## src/rtl/bcd_cnt_pkg.sv

```systemverilog
package bcd_cnt_pkg;
  localparam int DIGIT_W   = 4;
  localparam int DIGIT_TOP = 9;

  typedef logic [DIGIT_W-1:0] digit_t;

  // next value when counting up: top wraps to zero, codes above top run modulo 16
  function automatic digit_t step_up(input digit_t cur);
    if (cur == digit_t'(DIGIT_TOP)) return '0;
    return cur + digit_t'(1);
  endfunction

  // next value when counting down: zero wraps to top, other codes plain decrement
  function automatic digit_t step_down(input digit_t cur);
    if (cur == '0) return digit_t'(DIGIT_TOP);
    return cur - digit_t'(1);
  endfunction

  // carry condition decodes only bits 0 and 3
  function automatic logic top_decode(input digit_t cur);
    return cur[0] & cur[DIGIT_W-1];
  endfunction

  function automatic logic zero_decode(input digit_t cur);
    return (cur == '0);
  endfunction
endpackage

```

## src/rtl/edge_sync.sv

```systemverilog
module edge_sync #(
  parameter int   STAGES   = 2,
  parameter logic IDLE_VAL = 1'b1
) (
  input  logic clk,
  input  logic rst_n,
  input  logic din,
  output logic lvl,
  output logic rise
);
  localparam int CHAIN_W = STAGES + 1;

  logic [CHAIN_W-1:0] chain;

  always_ff @(posedge clk or negedge rst_n) begin
    if (!rst_n) chain <= {CHAIN_W{IDLE_VAL}};
    else        chain <= {chain[CHAIN_W-2:0], din};
  end

  assign lvl  = chain[STAGES-1];
  assign rise = chain[STAGES-1] & ~chain[STAGES];
endmodule

```

## src/rtl/bcd_count_core.sv

```systemverilog
module bcd_count_core
  import bcd_cnt_pkg::*;
(
  input  logic   clk,
  input  logic   rst_n,
  input  logic   mreset,
  input  logic   load_n,
  input  digit_t preset,
  input  logic   inc,
  input  logic   dec,
  output digit_t q
);
  digit_t q_next;

  always_comb begin
    q_next = q;
    if (mreset)       q_next = '0;
    else if (!load_n) q_next = preset;
    else if (inc)     q_next = step_up(q);
    else if (dec)     q_next = step_down(q);
  end

  always_ff @(posedge clk or negedge rst_n) begin
    if (!rst_n) q <= '0;
    else        q <= q_next;
  end
endmodule

```

## src/rtl/tc_gen.sv

```systemverilog
module tc_gen
  import bcd_cnt_pkg::*;
(
  input  digit_t q,
  input  logic   up_lvl,
  input  logic   dn_lvl,
  output logic   carry_n,
  output logic   borrow_n
);
  assign carry_n  = ~(top_decode(q)  & ~up_lvl);
  assign borrow_n = ~(zero_decode(q) & ~dn_lvl);
endmodule

```

## src/rtl/bcd_updown_counter.sv

```systemverilog
module bcd_updown_counter
  import bcd_cnt_pkg::*;
#(
  parameter int SYNC_STAGES = 2
) (
  input  logic                clk,
  input  logic                rst_n,
  input  logic                mreset,
  input  logic                load_n,
  input  logic [DIGIT_W-1:0]  preset,
  input  logic                up_clk,
  input  logic                dn_clk,
  output logic [DIGIT_W-1:0]  q,
  output logic                carry_n,
  output logic                borrow_n
);
  localparam int N_CLK = 2;
  localparam int UP_IX = 0;
  localparam int DN_IX = 1;

  logic [N_CLK-1:0] raw_clk;
  logic [N_CLK-1:0] lvl_vec;
  logic [N_CLK-1:0] rise_vec;

  assign raw_clk = {dn_clk, up_clk};

  for (genvar i = 0; i < N_CLK; i++) begin : g_sync
    edge_sync #(.STAGES(SYNC_STAGES), .IDLE_VAL(1'b1)) u_sync (
      .clk (clk),
      .rst_n (rst_n),
      .din (raw_clk[i]),
      .lvl (lvl_vec[i]),
      .rise (rise_vec[i])
    );
  end

  // named internal events, observed by the bound checker
  logic up_lvl, dn_lvl, up_rise, dn_rise, inc_evt, dec_evt;
  assign up_lvl  = lvl_vec[UP_IX];
  assign dn_lvl  = lvl_vec[DN_IX];
  assign up_rise = rise_vec[UP_IX];
  assign dn_rise = rise_vec[DN_IX];
  // a count is valid only with the other input resting high and not rising too
  assign inc_evt = up_rise & ~dn_rise & dn_lvl;
  assign dec_evt = dn_rise & ~up_rise & up_lvl;

  bcd_count_core u_core (
    .clk (clk),
    .rst_n (rst_n),
    .mreset (mreset),
    .load_n (load_n),
    .preset (preset),
    .inc (inc_evt),
    .dec (dec_evt),
    .q (q)
  );

  tc_gen u_tc (
    .q (q),
    .up_lvl (up_lvl),
    .dn_lvl (dn_lvl),
    .carry_n (carry_n),
    .borrow_n (borrow_n)
  );
endmodule

```

## config.mk

```make
export PLATFORM = sky130hd
export DESIGN_NAME = bcd_updown_counter
export DESIGN_NICKNAME = d
export VERILOG_FILES = /design/src/rtl/bcd_cnt_pkg.sv /design/src/rtl/edge_sync.sv /design/src/rtl/bcd_count_core.sv /design/src/rtl/tc_gen.sv /design/src/rtl/bcd_updown_counter.sv
export SDC_FILE = /design/constraint.sdc
export NUM_CORES = 1
export LEC_CHECK = 0
export BUFFER_PORTS_ARGS = -buffer_cell sky130_fd_sc_hd__buf_2
export CORE_AREA = 2 2 40 42
export DETAILED_ROUTE_END_ITERATION = 6
export DIE_AREA = 0 0 42 44
export HOLD_SLACK_MARGIN = 0.15
export PLACE_DENSITY = 0.7
export SLEW_MARGIN = 5
export SYNTH_ARGS = -nofsm -noshare
export SYNTH_HDL_FRONTEND = slang
export SYNTH_SLANG_ARGS = --single-unit
```

## constraint.sdc

```tcl
create_clock -name clk -period 4.8 [get_ports clk]
set_clock_uncertainty 0.2 [all_clocks]
set_input_delay 0 -clock clk [delete_from_list [all_inputs] [get_ports clk]]
set_output_delay 0 -clock clk [all_outputs]
set_load 0.005 [all_outputs]
```

==> metrics, run 1 <==
Clock Path Buffers 2; DR iter-0 viols 17; top-area cell type share of the netlist area 24.47%; IO Count 16; Inst Count DP 93; CTS Buf Count 3; clk sinks 10; relative slew slack 69.99%; dominant cells by area after synthesis dfstp_2 (24%), dfrtp_1 (16%), ha_1 (7.8%); syn nets 80; global-route wire length before repair 2787 um; HPWL Detailed 977 um; flops & latches, synth 10; Die Wd 42 um; Crit Path Category primary input to flip-flop; Tot Pwr 227.6 uW; yosys warns 0; initial antenna violation count 0; Arrival @ worst endpoint 2700 ps; core area 0.001419 mm2; RePlAce Congestion 0.8581; layout cells sized above 1 30.53%; sequential fraction of the synthesis area 40.00%; DRC 0; WL per Instance 14.81 um; Clock Tree Root clkbuf_4; Yosys cell types 27; fillers 115; setup tns final 0 ps; RSZ-0062 raised after global routing no; vias in the first global route 631; crit path time final 2732 ps; final hold viol count 0; Top FF cell, synth dfstp_2; max-slew violations 0; worst-path maximum fanout 9; n_diodes 0; number of max-cap violations 0; Final setup viols 0; count leader, synth dfstp_2; Mapped Area 644.4 um2; Syn Area/Cell 9.763 um2; P&R area growth vs syn 39.22%; Vias 627; Worst EP required 4770 ps; Startpoint Class primary input; Pre-antenna DRT Iters 4; fin cells 111; Async SR Flop Fraction 100.0%; worst vdd ir 0.2144 mV; Post-synth EDFFs 0; Pwr Density 253.7 mW/mm2; Leak 0.3781 nW; Syn Inst Count 66; Die Span Y 44 um; Tcrit/Tclk final 56.91%; Initial Util 45.41%; leading area contributor after synthesis dfstp_2; vias per cell 5.649; postcts setup bufs 0; CTS tree yes; clock-pin slew on the worst setup and hold paths 70 ps; number of nets in the final layout 110; DRT Wirelength 1644 um; worst hold path type flip-flop to flip-flop; H-tree depth 1; final antenna-violating net count 0; die area 0.001848 mm2; largest net degree at the start of global routing 16; crit end category flip-flop; Slew @ Worst Pin 448.6 ps; GR Util All Layers 20.95%; I/O Buffers 15; FP Rows 14; Post-synth top cells dfstp_2 (6), nand2b_1 (5); fmax 366.1 MHz; status complete, no violations; worst-skew pair later-pin latency 280 ps; grt total ovfl 0
kinds of logic (layout without fill, tap and decap cells):
group / Yosys count / count (layout) / synth area share (%)
adder cells (fa/ha/maj): 4 / 4 / 7.767
AND/OR/NAND/NOR: 29 / 29 / 28.74
XOR/XNOR: 1 / 1 / 1.359
buffers and inverters: 7 / 36 / 4.660
flip-flops: 10 / 10 / 40.00
AO/OA/AOI/OAI: 15 / 15 / 17.48
power breakdown:
part / switching (mW) / leakage [nW] / total, mW / internal (mW)
Combinational: 0.0217 / 0.241 / 0.0484 / 0.0267
Sequential: 0.00843 / 0.116 / 0.0997 / 0.0912
Clock: 0.0332 / 0.0210 / 0.0795 / 0.0463
layer usage:
metal  share of wire [%]  up-vias  track usage, %
met1                  43      305           24.67
met4                 1.6        0           12.26
met5                   0        -               0
met3                 4.1        5           6.667
met2                  51       17           33.75
li1                    -      300               -
final timing paths:
check / start / to / slack (ps) / cells past startpoint
max: load_n / u_core.q[3] / 2070 / 8
min: g_sync[0].u_sync.chain[0] / g_sync[0].u_sync.chain[1] / 150 / 0
max reg2reg: g_sync[0].u_sync.chain[2] / u_core.q[3] / 2170 / 6
min reg2reg: g_sync[0].u_sync.chain[0] / g_sync[0].u_sync.chain[1] / 150 / 0
max in group asynchronous: rst_n / g_sync[0].u_sync.chain[0] / 3540 / 3
min in group asynchronous: rst_n / u_core.q[3] / 510 / 3
stage by stage:
step / hold slack [ps] / instance area [um2] / utilization (%) / setup slack, ps
final: 148.9 / 897.1 / 63.23 / 2068
after global routing: 155.1 / 897.1 / 63.23 / 2054
after CTS: 155.2 / 887.1 / 62.52 / 2118
after detailed placement: -337.2 / 720.7 / 50.79 / 2890
after global placement: -338.2 / 720.7 / 50.79 / 2956
after floorplan: -495.6 / 644.4 / - / 3047
cell usage in the layout, fill, tap and decap left out, types with 4 or more instances in the layout:
master / Yosys / layout
a31oi_1: 4 / 4
buf_2: 0 / 15
dfrtp_1: 4 / 4
dfstp_2: 6 / 6
dlygate4sd3_1: 0 / 14
ha_1: 4 / 4
nand2b_1: 5 / 5
nand3b_1: 4 / 4
nor2_1: 4 / 4
o21ai_0: 4 / 4
worst max-delay path, stage by stage:
cell and delay [ps]:
dlygate4sd3_1 530, buf_2 200, nor2b_1 70, dlygate4sd3_1 550
a31oi_1 150, dlygate4sd3_1 580, o32ai_2 70, dlygate4sd3_1 560
layout make-up:
cell class                      count  area (um2)  share of cell area, %
Sequential cell                    10       257.7                  28.73
Timing Repair Buffer               29       215.2                  23.99
Tap cell                           16       20.02                  2.232
Multi-Input combinational cell     49       356.6                  39.75
Inverter                            3       11.26                  1.255
Clock buffer                        4       36.28                  4.045
flip-flops by register name (all words and copies together) (netlist names):
| signal | cells |
|---|---|
| g_sync.u_sync.chain | 6 |
| u_core.q | 4 |
timing repair:
item	4_1_cts	5_1_grt
endpoints found under the setup margin	0	0
hold buffers	13	1
hold endpoints to repair	16	1
gates resized for setup	0	0
Note: power is estimated with default switching activity, not from simulation.
==> run 2, diff against run 1 <==
- ABC_AREA: unset -> 1
- CORE_AREA: 2 2 40 42 -> 2 2 42 44
- DIE_AREA: 0 0 42 44 -> 0 0 44 46
- clock period: 4.8 -> 2.45 ns (I/O delays scaled with it)
==> metrics, run 2 <==
FP Rows 15 (+1); syn nets 100 (+25%); worst vdd ir 0.4825 mV (+130%); PostCTS Resize Cnt 0 (unchanged); vias in the first global route 621 (-1.6%); clk sinks 10 (unchanged); fmax 426.8 MHz; most common cell after layout, fill and taps aside nand2_1; IO Count 16 (unchanged); hold slack 158.3 ps (+9.423 ps); Vias 677 (+8.0%); Pwr Density 492.4 mW/mm2 (+94%); Area after DPL 760.7 um2 (+5.6%); DRC 0 (unchanged); Crit Path Category primary input to flip-flop; leading area contributor after synthesis dfstp_2; Syn Inst Count 86 (+30%); Tcrit/Tclk final 95.64%; P&R area growth vs syn 43.72%; crit end category flip-flop; dominant cells by area after synthesis dfstp_2 (23%), dfrtp_1 (15%), nand2_1 (13%); largest register by flop count g_sync.u_sync.chain; layout cells sized above 1 34.43% (+3.9 points); n_diodes 0 (unchanged); setup tns final 0 ps (unchanged); max-slew violations 0 (unchanged); Worst EP required 2410 ps (-2360 ps); clock-pin slew on the worst setup and hold paths 60 ps (about the same); Async SR Flop Fraction 100.0% (unchanged); vias per cell 4.871 (-14%); number of flip-flops in the largest register 6 (unchanged); finished layout cell area 987.2 um2 (+10%); Initial Util 42.56% (-2.9 points); HPWL Detailed 988.2 um (+1.1%); I/O Buffers 15 (unchanged); DR iter-0 viols 14 (-3); Post-synth EDFFs 0 (unchanged); relative slew slack 72.00% (+2.0 points); final antenna-violating net count 0 (unchanged); crit path time final 2343 ps; Leak 0.4919 nW (+30%); number of nets in the final layout 137 (+25%); top-area cell type share of the netlist area 22.95% (-1.5 points); Post-synth top cells nand2_1 (24), nand3_1 (11), inv_1 (7); hold buffer count at CTS 19 (+6); Final setup viols 0 (unchanged); postcts setup bufs 0 (unchanged); Pre-antenna DRT Iters 4 (unchanged); CTS Buf Count 3 (unchanged); status complete, no violations; worst-path maximum fanout 8 (-1); largest registers g_sync.u_sync.chain (6), u_core.q (4); worst hold path type flip-flop to flip-flop; Mapped Area 686.9 um2 (+6.6%); DRT Wirelength 1609 um (-2.1%); Clock Tree Root clkbuf_4; RePlAce Congestion 0.8430 (-1.8%); largest net degree at the start of global routing 11 (-5); final hold viol count 0 (unchanged); Top FF cell, synth dfstp_2; Arrival @ worst endpoint 2300 ps (-400 ps); grt total ovfl 0 (unchanged); RSZ-0062 raised after global routing no; yosys warns 0 (unchanged); GR Util All Layers 18.32% (-2.6 points); Syn Area/Cell 7.987 um2 (-18%); Yosys cell types 21 (-22%); die area 0.002024 mm2 (+9.5%); worst-skew pair later-pin latency 270 ps (about the same); core area 0.001614 mm2 (+14%); Die Wd 44 um (+4.8%); Startpoint Class primary input; Die Span Y 46 um (+4.5%); flops & latches, synth 10 (unchanged); Clock Path Buffers 2 (unchanged); initial antenna violation count 0 (unchanged); sequential fraction of the synthesis area 37.52% (-2.5 points); Slew @ Worst Pin 418.6 ps (-30.04 ps); H-tree depth 1 (unchanged); CTS tree yes; count leader, synth nand2_1; number of max-cap violations 0 (unchanged); global-route wire length before repair 2628 um (-5.7%); commonest cells after routing, fill and taps aside nand2_1 (24), dlygate4sd3_1 (19), buf_2 (15); WL per Instance 11.58 um (-22%)
## run 2: cells by family (layout without fill, tap and decap cells)
group / count (synthesis) / count (layout) / synth area share, %
buffers and inverters: 13 / 49 / 10.20
xor gates and xnor gates: 1 / 1 / 1.275
adders and majority gates: 4 / 4 / 7.286
AOI/OAI and AO/OA: 3 / 3 / 2.185
DFF: 10 / 10 / 37.52
and+or+nand+nor: 55 / 55 / 41.53
## run 2: per-stage QoR
| step | power, mW | util, % | setup slack (ps) | std cells |
|---|---|---|---|---|
| 2_1_floorplan | 0.2813 | - | 878.6 | 86 |
| 3_3_place_gp | 0.3089 | 47.13 | 796.9 | 116 |
| 3_5_place_dp | 0.3111 | 47.13 | 731.2 | 116 |
| 4_1_cts | 0.4861 | 61.16 | 190.2 | 139 |
| 5_1_grt | 0.5155 | 61.16 | 45.72 | 139 |
| 6_report | 0.4861 | 61.16 | 106.8 | 139 |
## run 2: final cells by class
cell class / instances / area [um2]
clock buffers: 4 / 36.28
fillers: 141 / 626.9
inverters: 11 / 47.55
multi-input cells: 63 / 359.1
flip-flops and latches: 10 / 257.7
well taps: 17 / 21.27
repair buffers: 34 / 265.3
## run 2: critical path, stage by stage
cell and delay (ps):
dlygate4sd3_1 530, buf_2 180, or2_1 260, dlygate4sd3_1 560, nand2_1 70, dlygate4sd3_1 540
inv_1 50, nand3_2 50, nand2_1 50
## run 2: per-layer routing
layer | vias up | global-route usage, % | part of all wire, %
met5 | - | 0 | 0
met4 | 0 | 3.636 | 0.62
met3 | 2 | 7.143 | 6.2
met2 | 25 | 29.71 | 48
met1 | 314 | 23.23 | 45
li1 | 336 | - | -
## run 2: path summary, 6_finish.rpt
| kind | start | endpoint | slack, ps | cells past startpoint |
|---|---|---|---|---|
| hold reg to reg | g_sync[1].u_sync.chain[0] | g_sync[1].u_sync.chain[1] | 160 | 0 |
| max in group asynchronous | rst_n | g_sync[0].u_sync.chain[0] | 1180 | 3 |
| setup / recovery | load_n | u_core.q[2] | 110 | 9 |
| min in group asynchronous | rst_n | u_core.q[0] | 540 | 3 |
| hold / removal | g_sync[1].u_sync.chain[0] | g_sync[1].u_sync.chain[1] | 160 | 0 |
| setup reg to reg | u_core.q[0] | u_core.q[0] | 180 | 9 |
## run 2: power breakdown
group / switching, mW / leakage [nW] / internal (mW)
registers: 0.0202 / 0.116 / 0.181
logic: 0.0684 / 0.355 / 0.0678
clock network: 0.0585 / 0.0210 / 0.0903
